===== src/rtl/simd_alu_pkg.sv =====
package simd_alu_pkg;
  localparam int NLANE = 4;

  localparam logic [2:0] OP_ADD = 3'd0;
  localparam logic [2:0] OP_SUB = 3'd1;
  localparam logic [2:0] OP_AND = 3'd2;
  localparam logic [2:0] OP_OR  = 3'd3;
  localparam logic [2:0] OP_SHL = 3'd4;
  localparam logic [2:0] OP_SHR = 3'd5;

  localparam logic [1:0] EW_16 = 2'd0;
  localparam logic [1:0] EW_32 = 2'd1;

  localparam logic [1:0] FORM_VS = 2'd1;
  localparam logic [1:0] FORM_SV = 2'd2;

  // lanes that open an element
  function automatic logic [NLANE-1:0] start_lanes(input logic [1:0] w);
    case (w)
      EW_16:   return 4'b1111;
      EW_32:   return 4'b0101;
      default: return 4'b0001;
    endcase
  endfunction

  // lanes that close an element
  function automatic logic [NLANE-1:0] top_lanes(input logic [1:0] w);
    case (w)
      EW_16:   return 4'b1111;
      EW_32:   return 4'b1010;
      default: return 4'b1000;
    endcase
  endfunction

  function automatic int top_of(input int k, input logic [1:0] w);
    case (w)
      EW_16:   return k;
      EW_32:   return k | 1;
      default: return NLANE - 1;
    endcase
  endfunction

  function automatic int elem_of(input int k, input logic [1:0] w);
    case (w)
      EW_16:   return k;
      EW_32:   return k >> 1;
      default: return 0;
    endcase
  endfunction

  // index mask selecting the source lane of a replicated scalar
  function automatic int rep_mask(input logic [1:0] w);
    case (w)
      EW_16:   return 0;
      EW_32:   return 1;
      default: return NLANE - 1;
    endcase
  endfunction
endpackage


===== src/rtl/simd_operand_sel.sv =====
module simd_operand_sel
  import simd_alu_pkg::*;
#(
  parameter int LANE_W = 16,
  localparam int DATA_W = LANE_W * NLANE
) (
  input  logic [DATA_W-1:0] a_i,
  input  logic [DATA_W-1:0] b_i,
  input  logic [1:0]        width_i,
  input  logic [1:0]        form_i,
  output logic [DATA_W-1:0] a_o,
  output logic [DATA_W-1:0] b_o
);
  logic [DATA_W-1:0] a_rep, b_rep;

  always_comb begin
    for (int k = 0; k < NLANE; k++) begin
      a_rep[k*LANE_W +: LANE_W] = a_i[(k & rep_mask(width_i))*LANE_W +: LANE_W];
      b_rep[k*LANE_W +: LANE_W] = b_i[(k & rep_mask(width_i))*LANE_W +: LANE_W];
    end
  end

  assign a_o = (form_i == FORM_SV) ? a_rep : a_i;
  assign b_o = (form_i == FORM_VS) ? b_rep : b_i;
endmodule


===== src/rtl/simd_addsub.sv =====
module simd_addsub
  import simd_alu_pkg::*;
#(
  parameter int LANE_W = 16,
  localparam int DATA_W = LANE_W * NLANE
) (
  input  logic [DATA_W-1:0] a_i,
  input  logic [DATA_W-1:0] b_i,
  input  logic              sub_i,
  input  logic              sgn_i,
  input  logic              sat_i,
  input  logic [1:0]        width_i,
  output logic [DATA_W-1:0] res_o,
  output logic [NLANE-1:0]  ovf_o
);
  logic [NLANE-1:0]  st, tp, cout, ov, a_msb;
  logic [DATA_W-1:0] sum;

  assign st = start_lanes(width_i);
  assign tp = top_lanes(width_i);

  // lane-sliced ripple; chain cut at element starts
  always_comb begin
    logic              carry;
    logic [LANE_W-1:0] bx;
    logic [LANE_W:0]   t;
    carry = 1'b0;
    for (int k = 0; k < NLANE; k++) begin
      bx = sub_i ? ~b_i[k*LANE_W +: LANE_W] : b_i[k*LANE_W +: LANE_W];
      t  = {1'b0, a_i[k*LANE_W +: LANE_W]} + {1'b0, bx}
         + {{LANE_W{1'b0}}, (st[k] ? sub_i : carry)};
      carry   = t[LANE_W];
      cout[k] = t[LANE_W];
      sum[k*LANE_W +: LANE_W] = t[LANE_W-1:0];
      a_msb[k] = a_i[k*LANE_W + LANE_W - 1];
      if (sgn_i)
        ov[k] = (a_msb[k] == bx[LANE_W-1]) && (t[LANE_W-1] != a_msb[k]);
      else
        ov[k] = sub_i ? ~t[LANE_W] : t[LANE_W];
    end
  end

  always_comb begin
    int t_l;
    for (int k = 0; k < NLANE; k++) begin
      t_l = top_of(k, width_i);
      if (sat_i && ov[t_l]) begin
        if (sgn_i) begin
          if (!a_msb[t_l])
            res_o[k*LANE_W +: LANE_W] = (k == t_l) ? {1'b0, {(LANE_W-1){1'b1}}} : {LANE_W{1'b1}};
          else
            res_o[k*LANE_W +: LANE_W] = (k == t_l) ? {1'b1, {(LANE_W-1){1'b0}}} : {LANE_W{1'b0}};
        end else begin
          res_o[k*LANE_W +: LANE_W] = sub_i ? {LANE_W{1'b0}} : {LANE_W{1'b1}};
        end
      end else begin
        res_o[k*LANE_W +: LANE_W] = sum[k*LANE_W +: LANE_W];
      end
    end
  end

  assign ovf_o = ov & tp;
endmodule


===== src/rtl/simd_shifter.sv =====
module simd_shifter
  import simd_alu_pkg::*;
#(
  parameter int LANE_W = 16,
  localparam int DATA_W = LANE_W * NLANE,
  localparam int NMODE  = 3
) (
  input  logic [DATA_W-1:0] a_i,
  input  logic [DATA_W-1:0] b_i,
  input  logic              left_i,
  input  logic              arith_i,
  input  logic [1:0]        width_i,
  output logic [DATA_W-1:0] res_o
);
  logic [DATA_W-1:0] mode_res [NMODE];

  for (genvar g = 0; g < NMODE; g++) begin : g_mode
    localparam int EW = LANE_W << g;
    localparam int NE = NLANE >> g;
    localparam int SH = $clog2(EW);
    logic [DATA_W-1:0] r;
    for (genvar e = 0; e < NE; e++) begin : g_el
      logic [EW-1:0] src, shl, srl, sra;
      logic [SH-1:0] amt;
      assign src = a_i[e*EW +: EW];
      assign amt = b_i[e*EW +: SH];
      assign shl = src << amt;
      assign srl = src >> amt;
      assign sra = $signed(src) >>> amt;
      assign r[e*EW +: EW] = left_i ? shl : (arith_i ? sra : srl);
    end
    assign mode_res[g] = r;
  end

  always_comb begin
    case (width_i)
      EW_16:   res_o = mode_res[0];
      EW_32:   res_o = mode_res[1];
      default: res_o = mode_res[2];
    endcase
  end
endmodule


===== src/rtl/simd_lane_alu.sv =====
module simd_lane_alu
  import simd_alu_pkg::*;
#(
  parameter int LANE_W = 16,
  localparam int DATA_W = LANE_W * NLANE
) (
  input  logic              clk_i,
  input  logic              rst_ni,
  input  logic              valid_i,
  input  logic [2:0]        op_i,
  input  logic [1:0]        width_i,
  input  logic [1:0]        form_i,
  input  logic              sgn_i,
  input  logic              sat_i,
  input  logic              mask_en_i,
  input  logic [NLANE-1:0]  mask_i,
  input  logic [DATA_W-1:0] opa_i,
  input  logic [DATA_W-1:0] opb_i,
  output logic              valid_o,
  output logic [DATA_W-1:0] result_o,
  output logic [NLANE-1:0]  wen_o,
  output logic [NLANE-1:0]  ovf_o
);
  logic [DATA_W-1:0] a_s, b_s, as_res, sh_res, res_d;
  logic [NLANE-1:0]  as_ovf, wen_d, ovf_d;
  logic              is_arith;

  simd_operand_sel #(.LANE_W(LANE_W)) u_sel (
    .a_i(opa_i), .b_i(opb_i), .width_i(width_i), .form_i(form_i),
    .a_o(a_s), .b_o(b_s)
  );

  simd_addsub #(.LANE_W(LANE_W)) u_addsub (
    .a_i(a_s), .b_i(b_s), .sub_i(op_i == OP_SUB), .sgn_i(sgn_i),
    .sat_i(sat_i), .width_i(width_i), .res_o(as_res), .ovf_o(as_ovf)
  );

  simd_shifter #(.LANE_W(LANE_W)) u_shift (
    .a_i(a_s), .b_i(b_s), .left_i(op_i == OP_SHL), .arith_i(sgn_i),
    .width_i(width_i), .res_o(sh_res)
  );

  assign is_arith = (op_i == OP_ADD) || (op_i == OP_SUB);

  always_comb begin
    case (op_i)
      OP_ADD, OP_SUB: res_d = as_res;
      OP_AND:         res_d = a_s & b_s;
      OP_OR:          res_d = a_s | b_s;
      OP_SHL, OP_SHR: res_d = sh_res;
      default:        res_d = '0;
    endcase
  end

  always_comb begin
    for (int k = 0; k < NLANE; k++)
      wen_d[k] = mask_en_i ? mask_i[elem_of(k, width_i)] : 1'b1;
  end

  assign ovf_d = is_arith ? (as_ovf & wen_d) : '0;

  always_ff @(posedge clk_i or negedge rst_ni) begin
    if (!rst_ni) begin
      valid_o  <= 1'b0;
      result_o <= '0;
      wen_o    <= '0;
      ovf_o    <= '0;
    end else begin
      valid_o <= valid_i;
      if (valid_i) result_o <= res_d;
      wen_o   <= valid_i ? wen_d : '0;
      ovf_o   <= valid_i ? ovf_d : '0;
    end
  end
endmodule


===== config.mk =====
export PLATFORM = sky130hd
export DESIGN_NAME = simd_lane_alu
export DESIGN_NICKNAME = d
export VERILOG_FILES = /design/src/rtl/simd_alu_pkg.sv /design/src/rtl/simd_operand_sel.sv /design/src/rtl/simd_addsub.sv /design/src/rtl/simd_shifter.sv /design/src/rtl/simd_lane_alu.sv
export SDC_FILE = /design/constraint.sdc
export NUM_CORES = 2
export LEC_CHECK = 0
export ABC_AREA = 1
export BUFFER_PORTS_ARGS = -buffer_cell sky130_fd_sc_hd__buf_4
export CAP_MARGIN = 5
export CELL_PAD_IN_SITES_DETAIL_PLACEMENT = 0
export CELL_PAD_IN_SITES_GLOBAL_PLACEMENT = 1
export CORE_MARGIN = 8
export CORE_UTILIZATION = 34
export CTS_CLUSTER_SIZE = 24
export DETAILED_ROUTE_END_ITERATION = 8
export GPL_TIMING_DRIVEN = 1
export PLACE_DENSITY_LB_ADDON = 0.1
export SLEW_MARGIN = 20
export SYNTH_ARGS = -nofsm -noshare
export SYNTH_HDL_FRONTEND = slang
export SYNTH_SLANG_ARGS = --single-unit
export TNS_END_PERCENT = 1

===== constraint.sdc =====
create_clock -name clk_i -period 0.8 [get_ports clk_i]
set_clock_uncertainty 0.1 [all_clocks]
set_input_delay 0.12 -clock clk_i [delete_from_list [all_inputs] [get_ports clk_i]]
set_output_delay 0.12 -clock clk_i [all_outputs]
set_load 0.02 [all_outputs]

==> summary.txt <==
Floorplanning
  – Rows: 107
  – Chip Height: between 300 and 400 um
  – I/O Pins: about 220
  – Full die area: roughly 95000 um^2
  – Die width: about 310 um
  – Core area: between 80000 and 90000 um^2
  – Initial Utilization: 34.20%

GRT
  – Largest net degree at the start of global routing: just over 80
  – Initial antenna violation count: 11
  – Number of global-route vias before repair: about 47000
  – Remaining Overflow, GRT: 0
  – Gr usage total: between 40 and 50%
  – First-pass GRT wire length: 326200 um

Drt
  – Detailed-route via count: slightly below 50000
  – Router iterations before antenna repair: 8
  – Routed wire length: between 200000 and 250000 um
  – DR DRC count: 0
  – WL per Instance: ~27 um
  – Vias per std cell: roughly 5.8
  – Routed Antenna Nets: 0
  – DR iter-0 viols: roughly 6800

Placed design
  – Dpl cells: approximately 8500
  – I/O Buffers: about 220
  – GP Congestion: around 1.1
  – Detailed Place HPWL: 191100 um

STA
  – Max-slew headroom: around a third
  – RSZ-0062 raised after global routing: true
  – Fmax: between 100 and 150 MHz
  – Worst Tran Pin Value: around 0.97 ns
  – Part of the cycle the worst path needs: 896.5%
  – Slew Limit Fails: 0
  – Final min period: between 7 and 8 ns
  – Worst hold slack: between 0.02 and 0.03 ns
  – Setup TNS: -442.74 ns
  – Endpoints failing setup: 144
  – Final Hold Violating Endpoints: 0
  – Final WS setup: -6.372 ns

Cells and area
  – Share of post-route cells with drive strength above 1: 26.72%
  – Finished Layout Cells: about 8500
  – Nets: 7544
  – Area growth syn-to-layout: 51.80%

Critical path
  – CP peak stage delay: roughly 0.4 ns
  – Critical path arrival: ~7.3 ns
  – Worst Setup SP: op_i[1]
  – RR Startpoint: result_o[13]
  – Crit end category: flip-flop
  – CP max FO: 15
  – Required time worst endpoint: ~0.97 ns
  – Setup crit start kind: primary input
  – WS Path Type: in2reg
  – Slowest stage cell, crit path: fa_2

Yosys
  – Post-synth top area share: between 20 and 30%
  – Syn. warnings: 0
  – Top cell type by total area after synthesis: nand2_1
  – Asr flop ratio synth: 100.0%
  – Synth top cells by count: 2290 x nand2_1, 1258 x nand3_1, 479 x o21ai_0, 333 x inv_1, 264 x nor2_1
  – Post-synth EDFFs: 0
  – Post-synthesis cell area: between 20000 and 30000 um^2
  – Post-synth cell types: between 50 and 60
  – Synth Register Bits: 73
  – Most common cell in the netlist: nand2_1
  – Post-Synthesis Net Count: 6151
  – Ys flop type: dfrtp_1
  – Register area share after synthesis: between 6 and 7%
  – Synth top area cells: nand2_1 30%, nand3_1 22%, o21ai_0 8.2%
  – Synthesized instance count: just under 6000
  – Mean post-synth cell area: just under 5 um^2

Pwr
  – VDD IR-drop max: 1.158 mV
  – Leakage power total: 0.02373 uW
  – Cell area power density: between 1000 and 1500 nW/um^2
  – Pwr Total: about 54000 uW

Clock network
  – Worst skew pair latency: 0.38 ns
  – TritonCTS buffer count: 9
  – Htree depth: 3
  – Clk root buf: clkbuf_16
  – Worst-path clk slew: ~0.070 ns
  – CTS tree: yes
  – # Post-CTS Setup Buffers: 0
  – CTS Sinks: 73
  – Maximum clock path buffer count: 2

Outcome
  – Failing checks: negative setup slack
  – Status: complete, but fails checks

Flow run
  – Max-Cap Viols: 0

Hold path
  – Hold Path Origin: mask_i[2]
  – Worst Hold Class: in2reg
-- cells by family after synthesis --
logic type,synth area share [%]
AND/OR/NAND/NOR,56.90
AO/OA/AOI/OAI,19.37
buffers and inverters,10.35
XOR/XNOR,3.524
flip-flops,6.282
adder cells (fa/ha/maj),3.262
multiplexers,0.3098
-- cell type report --
cell class	instances	area [um^2]
clock buffer	11	232.7
multi-input combinational	5111	24590
clock inverter	5	86.33
antenna	8	20.02
inverter	354	1344
timing repair buffer	1780	14580
tap	1144	1431
sequential	73	1857
fill	9413	40870
-- worst paths after layout --
kind                           endpoint  slack, ns  cells past startpoint
min                            wen_o[2]       0.03                      3
max in group asynchronous  result_o[34]       0.09                      3
min in group asynchronous  result_o[43]       0.08                      2
max reg2reg                result_o[13]      -0.07                      2
max                        result_o[46]      -6.37                     48
min reg2reg                result_o[23]       0.41                      2
-- report_power, final --
| part | leakage (uW) | total [uW] | switching, uW | internal, uW |
|---|---|---|---|---|
| registers | 0.000903 | 5390 | 1040 | 4360 |
| logic | 0.0227 | 43700 | 26300 | 17400 |
| clock network | 0.000155 | 4760 | 1990 | 2760 |
-- metal layers --
| layer | routed length (um) | GRT usage, % | share of wire [%] |
|---|---|---|---|
| met5 | 23 | 0.1550 | 0.0099 |
| met4 | 28260 | 45.08 | 12 |
| met2 | 97350 | 71.54 | 42 |
| met1 | 83110 | 53.94 | 36 |
| met3 | 24180 | 10.55 | 10 |
-- registers in the layout (all words and copies together) (netlist names) --
register / count
ovf_o: 4
wen_o: 4
result_o: 64
valid_o: 1
-- repair_timing --
action,CTS,global route
endpoints found under the setup margin,144,144
pin swaps,7,6
resized for setup,129,24
endpoints found under the hold margin,73,0
hold buffers,1,0
-- cells in the final DEF, fill, tap and decap left out, types with 22 or more instances in the layout --
| master | netlist | routed |
|---|---|---|
| o21ai_1 | 36 | 51 |
| nand3_1 | 1258 | 1247 |
| a21oi_1 | 249 | 244 |
| nand2_1 | 2290 | 2275 |
| inv_2 | 16 | 22 |
| a31oi_1 | 25 | 25 |
| dfrtp_1 | 73 | 49 |
| ha_1 | 63 | 63 |
| buf_6 | 3 | 77 |
| buf_12 | 0 | 74 |
| buf_4 | 13 | 1628 |
| o21ai_0 | 479 | 452 |
| o211ai_1 | 127 | 127 |
| xor2_1 | 96 | 95 |
| dfrtp_2 | 0 | 24 |
| nor2_1 | 264 | 257 |
| inv_1 | 333 | 321 |
-- through the flow --
stage | setup slack (ns) | utilization, % | area (um^2)
final | -6.372 | 51.92 | 44140
after detailed placement | -7.061 | 50.90 | 43270
after global routing | -6.716 | 51.90 | 44120
after CTS | -6.337 | 51.79 | 44030
after floorplan | -6.300 | - | 29280
after global placement | -6.964 | 50.90 | 43270
-- critical path, delay by kind of cell --
kind,cells,cell delay [ns]
xor gates and xnor gates,1,0.15
AOI/OAI and AO/OA,12,1.57
buffers and inverters,5,0.57
adders and majority gates,7,2.48
and+or+nand+nor,23,2.47
Power figures use the tool's default switching activity.
